==> src/rtl/cell_pkg.sv <==
package cell_pkg;
  localparam int IR_W = 4;

  typedef enum logic [3:0] {
    TS_RESET, TS_IDLE, TS_SEL_DR, TS_CAP_DR, TS_SH_DR, TS_EX1_DR, TS_PA_DR, TS_EX2_DR,
    TS_UP_DR, TS_SEL_IR, TS_CAP_IR, TS_SH_IR, TS_EX1_IR, TS_PA_IR, TS_EX2_IR, TS_UP_IR
  } tap_state_e;

  localparam logic [IR_W-1:0] OP_IDCODE = 4'h1;
  localparam logic [IR_W-1:0] OP_SEED   = 4'h2;
  localparam logic [IR_W-1:0] OP_COUNT  = 4'h3;
  localparam logic [IR_W-1:0] OP_GEN    = 4'h4;
  localparam logic [IR_W-1:0] OP_COMP   = 4'h5;
  localparam logic [IR_W-1:0] OP_SIG    = 4'h6;
  localparam logic [IR_W-1:0] OP_BYPASS = 4'hF;
endpackage

==> src/rtl/tc_tap_fsm.sv <==
module tc_tap_fsm
  import cell_pkg::*;
(
  input  logic       tck,
  input  logic       trst,
  input  logic       tms,
  output tap_state_e state_o
);
  tap_state_e st_q, st_d;

  always_comb begin
    unique case (st_q)
      TS_RESET:  st_d = tms ? TS_RESET  : TS_IDLE;
      TS_IDLE:   st_d = tms ? TS_SEL_DR : TS_IDLE;
      TS_SEL_DR: st_d = tms ? TS_SEL_IR : TS_CAP_DR;
      TS_CAP_DR: st_d = tms ? TS_EX1_DR : TS_SH_DR;
      TS_SH_DR:  st_d = tms ? TS_EX1_DR : TS_SH_DR;
      TS_EX1_DR: st_d = tms ? TS_UP_DR  : TS_PA_DR;
      TS_PA_DR:  st_d = tms ? TS_EX2_DR : TS_PA_DR;
      TS_EX2_DR: st_d = tms ? TS_UP_DR  : TS_SH_DR;
      TS_UP_DR:  st_d = tms ? TS_SEL_DR : TS_IDLE;
      TS_SEL_IR: st_d = tms ? TS_RESET  : TS_CAP_IR;
      TS_CAP_IR: st_d = tms ? TS_EX1_IR : TS_SH_IR;
      TS_SH_IR:  st_d = tms ? TS_EX1_IR : TS_SH_IR;
      TS_EX1_IR: st_d = tms ? TS_UP_IR  : TS_PA_IR;
      TS_PA_IR:  st_d = tms ? TS_EX2_IR : TS_PA_IR;
      TS_EX2_IR: st_d = tms ? TS_UP_IR  : TS_SH_IR;
      TS_UP_IR:  st_d = tms ? TS_SEL_DR : TS_IDLE;
      default:   st_d = TS_RESET;
    endcase
  end

  always_ff @(posedge tck or posedge trst) begin
    if (trst) st_q <= TS_RESET;
    else      st_q <= st_d;
  end

  assign state_o = st_q;

  AST_RESET_HOLD: assert property (@(posedge tck) disable iff (trst)
    (st_q == TS_RESET && tms) |=> (st_q == TS_RESET));
  AST_IDLE_STAY: assert property (@(posedge tck) disable iff (trst)
    (st_q == TS_IDLE && !tms) |=> (st_q == TS_IDLE));
endmodule

==> src/rtl/tc_lfsr_engine.sv <==
module tc_lfsr_engine #(
  parameter int          W    = 16,
  parameter logic [W-1:0] TAPS = 16'hB400
) (
  input  logic         clk,
  input  logic         rst,
  input  logic         seed_we,
  input  logic [W-1:0] seed,
  input  logic         lim_we,
  input  logic [W-1:0] lim,
  input  logic         run,
  input  logic         psa_mode,
  input  logic [W-1:0] resp,
  output logic [W-1:0] state_o,
  output logic [W-1:0] limit_o,
  output logic         done_o
);
  localparam logic [W-1:0] ONE = W'(1);

  logic [W-1:0] sr_q, cnt_q, lim_q, shifted, nxt;

  assign shifted = {sr_q[W-2:0], ^(sr_q & TAPS)};
  assign nxt     = psa_mode ? (shifted ^ resp) : shifted;
  assign done_o  = (cnt_q == lim_q);

  always_ff @(posedge clk or posedge rst) begin
    if (rst) begin
      sr_q  <= ONE;
      cnt_q <= '0;
      lim_q <= '0;
    end else if (seed_we) begin
      sr_q  <= (seed == '0) ? ONE : seed;
      cnt_q <= '0;
    end else if (lim_we) begin
      lim_q <= lim;
      cnt_q <= '0;
    end else if (run && !done_o) begin
      sr_q  <= nxt;
      cnt_q <= cnt_q + ONE;
    end
  end

  assign state_o = sr_q;
  assign limit_o = lim_q;

  AST_ZERO_SEED: assert property (@(posedge clk) disable iff (rst)
    (seed_we && seed == '0) |=> (sr_q == ONE));
  AST_GEN_NONZERO: assert property (@(posedge clk) disable iff (rst)
    (run && !psa_mode && !seed_we && !lim_we) |=> (sr_q != '0));
  AST_HOLD_WHEN_DONE: assert property (@(posedge clk) disable iff (rst)
    (done_o && !seed_we && !lim_we) |=> $stable(sr_q));
  AST_CNT_BOUND: assert property (@(posedge clk) disable iff (rst)
    (cnt_q <= lim_q));
endmodule

==> src/rtl/prpg_psa_cell.sv <==
module prpg_psa_cell
  import cell_pkg::*;
#(
  parameter int           W      = 16,
  parameter logic [W-1:0] TAPS   = 16'hB400,
  parameter logic [31:0]  IDCODE = 32'h4C5A_1E01
) (
  input  logic         tck,
  input  logic         trst,
  input  logic         tms,
  input  logic         tdi,
  output logic         tdo,
  input  logic [W-1:0] resp_i,
  output logic [W-1:0] pat_o
);
  localparam int DR_W  = 32;
  localparam int LEN_W = $clog2(DR_W + 1);
  localparam int POS_W = $clog2(DR_W);

  tap_state_e      st;
  logic [IR_W-1:0] ir_q, ir_sh;
  logic [DR_W-1:0] dr_q, dr_cap, dr_nxt;
  logic [LEN_W-1:0] dr_len;
  logic [POS_W-1:0] ins_pos;
  logic [W-1:0]    lfsr, limit;
  logic            done, seed_we, lim_we, run, psa_mode;

  tc_tap_fsm u_tap (.tck(tck), .trst(trst), .tms(tms), .state_o(st));

  // Data path selection per instruction
  always_comb begin
    unique case (ir_q)
      OP_IDCODE: begin dr_len = LEN_W'(32);    dr_cap = IDCODE; end
      OP_SEED:   begin dr_len = LEN_W'(W);     dr_cap = DR_W'(lfsr); end
      OP_COUNT:  begin dr_len = LEN_W'(W);     dr_cap = DR_W'(limit); end
      OP_SIG:    begin dr_len = LEN_W'(W + 1); dr_cap = DR_W'({done, lfsr}); end
      default:   begin dr_len = LEN_W'(1);     dr_cap = '0; end
    endcase
  end

  assign ins_pos = POS_W'(dr_len - LEN_W'(1));

  always_comb begin
    dr_nxt          = {1'b0, dr_q[DR_W-1:1]};
    dr_nxt[ins_pos] = tdi;
  end

  always_ff @(posedge tck or posedge trst) begin
    if (trst) begin
      ir_q  <= OP_IDCODE;
      ir_sh <= '0;
    end else begin
      unique case (st)
        TS_RESET:  ir_q  <= OP_IDCODE;
        TS_CAP_IR: ir_sh <= IR_W'(1);
        TS_SH_IR:  ir_sh <= {tdi, ir_sh[IR_W-1:1]};
        TS_UP_IR:  ir_q  <= ir_sh;
        default:   ;
      endcase
    end
  end

  always_ff @(posedge tck or posedge trst) begin
    if (trst)                dr_q <= '0;
    else if (st == TS_CAP_DR) dr_q <= dr_cap;
    else if (st == TS_SH_DR)  dr_q <= dr_nxt;
  end

  always_ff @(negedge tck or posedge trst) begin
    if (trst)                tdo <= 1'b0;
    else if (st == TS_SH_IR) tdo <= ir_sh[0];
    else if (st == TS_SH_DR) tdo <= dr_q[0];
    else                     tdo <= 1'b0;
  end

  assign seed_we  = (st == TS_UP_DR) && (ir_q == OP_SEED);
  assign lim_we   = (st == TS_UP_DR) && (ir_q == OP_COUNT);
  assign psa_mode = (ir_q == OP_COMP);
  assign run      = (st == TS_IDLE) && ((ir_q == OP_GEN) || psa_mode);

  tc_lfsr_engine #(.W(W), .TAPS(TAPS)) u_eng (
    .clk(tck), .rst(trst), .seed_we(seed_we), .seed(dr_q[W-1:0]),
    .lim_we(lim_we), .lim(dr_q[W-1:0]), .run(run), .psa_mode(psa_mode),
    .resp(resp_i), .state_o(lfsr), .limit_o(limit), .done_o(done)
  );

  assign pat_o = lfsr;

  AST_IR_DEFAULT: assert property (@(posedge tck) disable iff (trst)
    (st == TS_RESET) |=> (ir_q == OP_IDCODE));
  AST_NO_STEP_OUTSIDE: assert property (@(posedge tck) disable iff (trst)
    (st != TS_IDLE && !seed_we) |=> $stable(lfsr));
endmodule

==> config.mk <==
export PLATFORM = sky130hd
export DESIGN_NAME = prpg_psa_cell
export DESIGN_NICKNAME = d
export VERILOG_FILES = /design/src/rtl/cell_pkg.sv /design/src/rtl/tc_tap_fsm.sv /design/src/rtl/tc_lfsr_engine.sv /design/src/rtl/prpg_psa_cell.sv
export SDC_FILE = /design/constraint.sdc
export NUM_CORES = 1
export LEC_CHECK = 0
export BUFFER_PORTS_ARGS = -buffer_cell sky130_fd_sc_hd__buf_2
export CORE_ASPECT_RATIO = 0.9
export CORE_MARGIN = 2
export CORE_UTILIZATION = 55
export CTS_CLUSTER_SIZE = 25
export DETAILED_ROUTE_END_ITERATION = 10
export PLACE_DENSITY = 0.74
export SYNTH_ARGS = -nofsm -noshare
export SYNTH_HDL_FRONTEND = slang
export SYNTH_SLANG_ARGS = --single-unit
==> constraint.sdc <==
create_clock -name tck -period 3.78 [get_ports tck]
set_input_delay 0.378 -clock tck [delete_from_list [all_inputs] [get_ports tck]]
set_output_delay 0.378 -clock tck [all_outputs]
set_load 0.01 [all_outputs]
=== Word-level counts from Yosys, hierarchy flattened ===
Index checks and enable logic that the tools add are counted.

* Logic and storage cells: 90
* Output and inout port bits: 17
* Register bits after elaboration: 93
* Input bits: 20

* Add/subtract/negate cells: 2
* Bitwise logic cells: 2
* $lt $le $gt $ge: 2
* Equal/unequal tests: 23
* Reductions and logical operators: 21
* Muxes and demuxes: 32

{| class="wikitable"
|+ Operators with widths
! cell !! number
|-
| $mux W16 || 8
|-
| $pmux W31 S4 || 1
|-
| $mux W32 || 2
|-
| $pmux W4 S12 || 1
|-
| $bwmux W32 || 1
|-
| $eq A4 B4 Y1 const B || 8
|-
| $eq A4 B3 Y1 const B || 7
|-
| $add A16 B1 Y16 const B || 1
|-
| $eq A16 B16 Y1 || 1
|-
| $eq A4 B2 Y1 const B || 4
|-
| $logic_not A16 Y1 || 1
|-
| $mux W4 || 4
|-
| $pmux W4 S2 || 2
|-
| $reduce_xor A16 Y1 || 1
|-
| $xor A16 B16 Y16 || 1
|-
| $pmux W5 S3 || 1
|-
| $eq A4 B1 Y1 const B || 2
|-
| $reduce_bool A2 Y1 || 4
|-
| $lt A5 B6 Y1 const B || 1
|-
| $mux W1 || 6
|-
| $mux W2 || 3
|-
| $mux W3 || 2
|-
| $reduce_or A2 Y1 || 3
|-
| $demux W1 S5 || 1
|-
| other kinds (11) || 16
|}

=== Logic depth before layout (Yosys ltp) ===
* Depth after elaboration: 11
* Mapped depth: 8
* Gate-level depth less buffers: 5

=== By module ===
Synthesis repeated with hierarchy kept, for this count alone.

* Cells, all modules: 501
* Area, all modules: 5101.1 um2

{| class="wikitable"
|+ By module, submodules not included
! module !! area each (um2) !! instances !! sequential area each (um2) !! cells each
|-
| tc_lfsr_engine || 2696.3 || 1 || 1202.4 || 261
|-
| prpg_psa_cell || 2092.0 || 1 || 1027.2 || 202
|-
| tc_tap_fsm || 312.8 || 1 || 100.1 || 38
|}

==> flow_summary_export.csv <==
group,metric,value,unit
status,status,"finished, final reports clean",
yosys,ys_async_sr_fraction,1.00,
cts,clk_pin_slew_worst_paths,90,ps
cts,cts.sinks,93,
timing,relSlewSlack,0.410,
timing,rsz0062_at_grt,"no",
layout,fin_nets,572,
layout,syn_to_final_growth,7.77,%
timing,setup_viol,0,
placed_design,place_inst,662,
placed_design,place_congestion,0.903,
floorplan,die-height,96.9,um
worst_setup_path,critPathBufInv,0,
routing,firstDrtPassIters,5,
layout,final_area,0.00568,mm^2
routing,via_per_inst,6.03,
grt,grt_overflow,0,
yosys,syn-num-nets,556,
grt,grtUsageTotal,0.244,
cts,cts_inserted_buffers,9,
grt,grt_pass1_wl,20.3,mm
worst_setup_path,slowest_delay,710,ps
layout,drive_gt1_frac,0.194,
worst_setup_path,critPathCaptureType,"register",
yosys,yosysWarnings,0,
yosys,synth_edf_count,0,
routing,vias,4085,
cts,postCtsSetupBuffers,0,
yosys,synth.cell_area,0.00527,mm^2
yosys,avgSynthCellArea,9.85,um^2
power_and_ir_drop,ir_drop,0.000622,V
yosys,ys_types,60,
floorplan,rows,33,
layout,layout_commonest_cell,"dfrtp_1",
cts,cts_tree,"built",
grt,first_global_vias,4115,
power_and_ir_drop,power_density,737,mW/mm^2
placed_design,place_area,0.00548,mm^2
yosys,syn_inst,535,
placed_design,place_hpwl,8.26,mm
yosys,ys_seq_area_frac,0.442,
floorplan,coreArea,0.00921,mm^2
routing,drt-total-wl,11.9,mm
layout,stdcell_count,678,
timing,skew,18.6,ps
cts,htree_levels,3,
cts,ctsResizeCount,0,
floorplan,die_width,107,um
placed_design,port_buffers,36,
timing,tns,0,ps
cts,clk_latency,360,ps
worst_setup_path,arrival,1600,ps
worst_setup_path,slowest_stage,"dfrtp_1",
layout,antenna_cells,0,
worst_setup_path,cp_max_fo,20,
grt,antenna_found_initial,0,
yosys,ys_ff_latch,93,
timing,tightest_slew,884,ps
cts,clockRootBuffer,"clkbuf_8",
routing,drtIter0Drc,341,
yosys,synth_ff_type,"dfrtp_1",
power_and_ir_drop,p_leak,2.41,nW
routing,wl_per_cell,17.6,um
worst_setup_path,critical_path_class,"register to register",
timing,hold_viol_final,0,
floorplan,start_util,0.572,
timing,timing.hold.ws,167,ps
routing,ant_nets,0,
cts,clock_path_buffers,2,
floorplan,io_pins,37,
worst_setup_path,worstSetupStartpointType,"register",
worst_setup_path,cp.required,2090,ps
worst_hold_path,hold_path.class,"primary input to asynchronous set/reset pin",
grt,grt_max_degree,59,
flow_run,maxCapViolCount,0,
layout,final_cell_mix,"dfrtp_1, nand2_1, o21ai_0, buf_2, xor2_1",
worst_setup_path,critPathTopFamily,"flip-flops",
routing,drc,0,
worst_setup_path,crit_chain,"nand2b_1 -> nor3_2 -> a22o_1",
timing,slew_viol_final,0,
floorplan,dieArea,0.0104,mm^2
cts,hold_buffers,0,
[layer usage]
layer	share of wire	vias to the layer above	track usage
li1	-	1958	-
met1	0.47	1998	0.347
met2	0.47	111	0.379
met3	0.047	18	0.0438
met4	0.013	0	0.0809
met5	0	-	0
[final timing paths]
path                                   from        endpoint  slack (ps)  depth (start not counted)
max reg2reg                u_tap.state_o[0]             tdo         490                          3
max in group asynchronous              trst             tdo        1980                          2
min reg2reg                        dr_q[19]        dr_q[18]         520                          2
min                                    trst  u_eng.cnt_q[2]         170                          3
max                        u_tap.state_o[0]             tdo         490                          3
min in group tck                        tdi        dr_q[31]         320                          3
[worst register-to-register path: stages, from the launching register on]
cell	delay, ps
dfrtp_1	710
nand2b_1	230
nor3_2	60
a22o_1	250
[metrics by stage]
step | utilization | power (mW) | setup WS [ps]
detailed placement | 0.595 | 3.50 | 558
global placement | 0.595 | 3.43 | 616
floorplan | - | 3.17 | 448
finish | 0.617 | 4.18 | 490
CTS | 0.617 | 4.18 | 505
global route | 0.617 | 4.47 | 390
[synthesized netlist by cell type (10+ instances only)]
cell	n	share of area
nand2_1	76	0.054
nor2_1	24	0.017
o22ai_1	18	0.021
dfrtp_1	90	0.43
clkbuf_1	19	0.014
mux2_4	10	0.028
o21ai_0	37	0.035
mux2_2	22	0.047
xor2_1	31	0.052
o21a_1	10	0.014
mux2i_1	21	0.040
buf_2	12	0.011
a21oi_1	30	0.028
a22oi_1	11	0.016
nand3_1	11	0.010
[state kept, by name, indices dropped and copies added, names as in the netlist]
signal,cells
ir_sh,4
tdo,1
dr_q,32
ir_q,4
u_eng.state_o,16
u_eng.limit_o,16
u_eng.cnt_q,16
u_tap.state_o,4
[where the power goes]
part	switching, mW	total, mW	leakage [nW]	internal (mW)
clock	0.362	0.678	0.100	0.316
sequential	0.430	1.74	1.15	1.31
combinational	1.02	1.76	1.17	0.747
[layout make-up]
type                       count  area [um^2]
clock buffer                  11          131
clock inverter                 5         67.6
fill                         766         3530
inverter                       6         26.3
multi-input combinational    397         2730
sequential                    93         2330
tap                          122          153
timing repair buffer          44          240
[kinds of logic after synthesis]
logic type | after synthesis | share of synthesized area
flip-flops | 93 | 0.442
AO/OA/AOI/OAI | 129 | 0.152
multiplexers | 53 | 0.115
AND/OR/NAND/NOR | 179 | 0.187
XOR/XNOR | 35 | 0.0582
buffers and inverters | 45 | 0.0430
adder cells (fa/ha/maj) | 1 | 0.00237
Note: power is estimated with default switching activity, not from simulation.
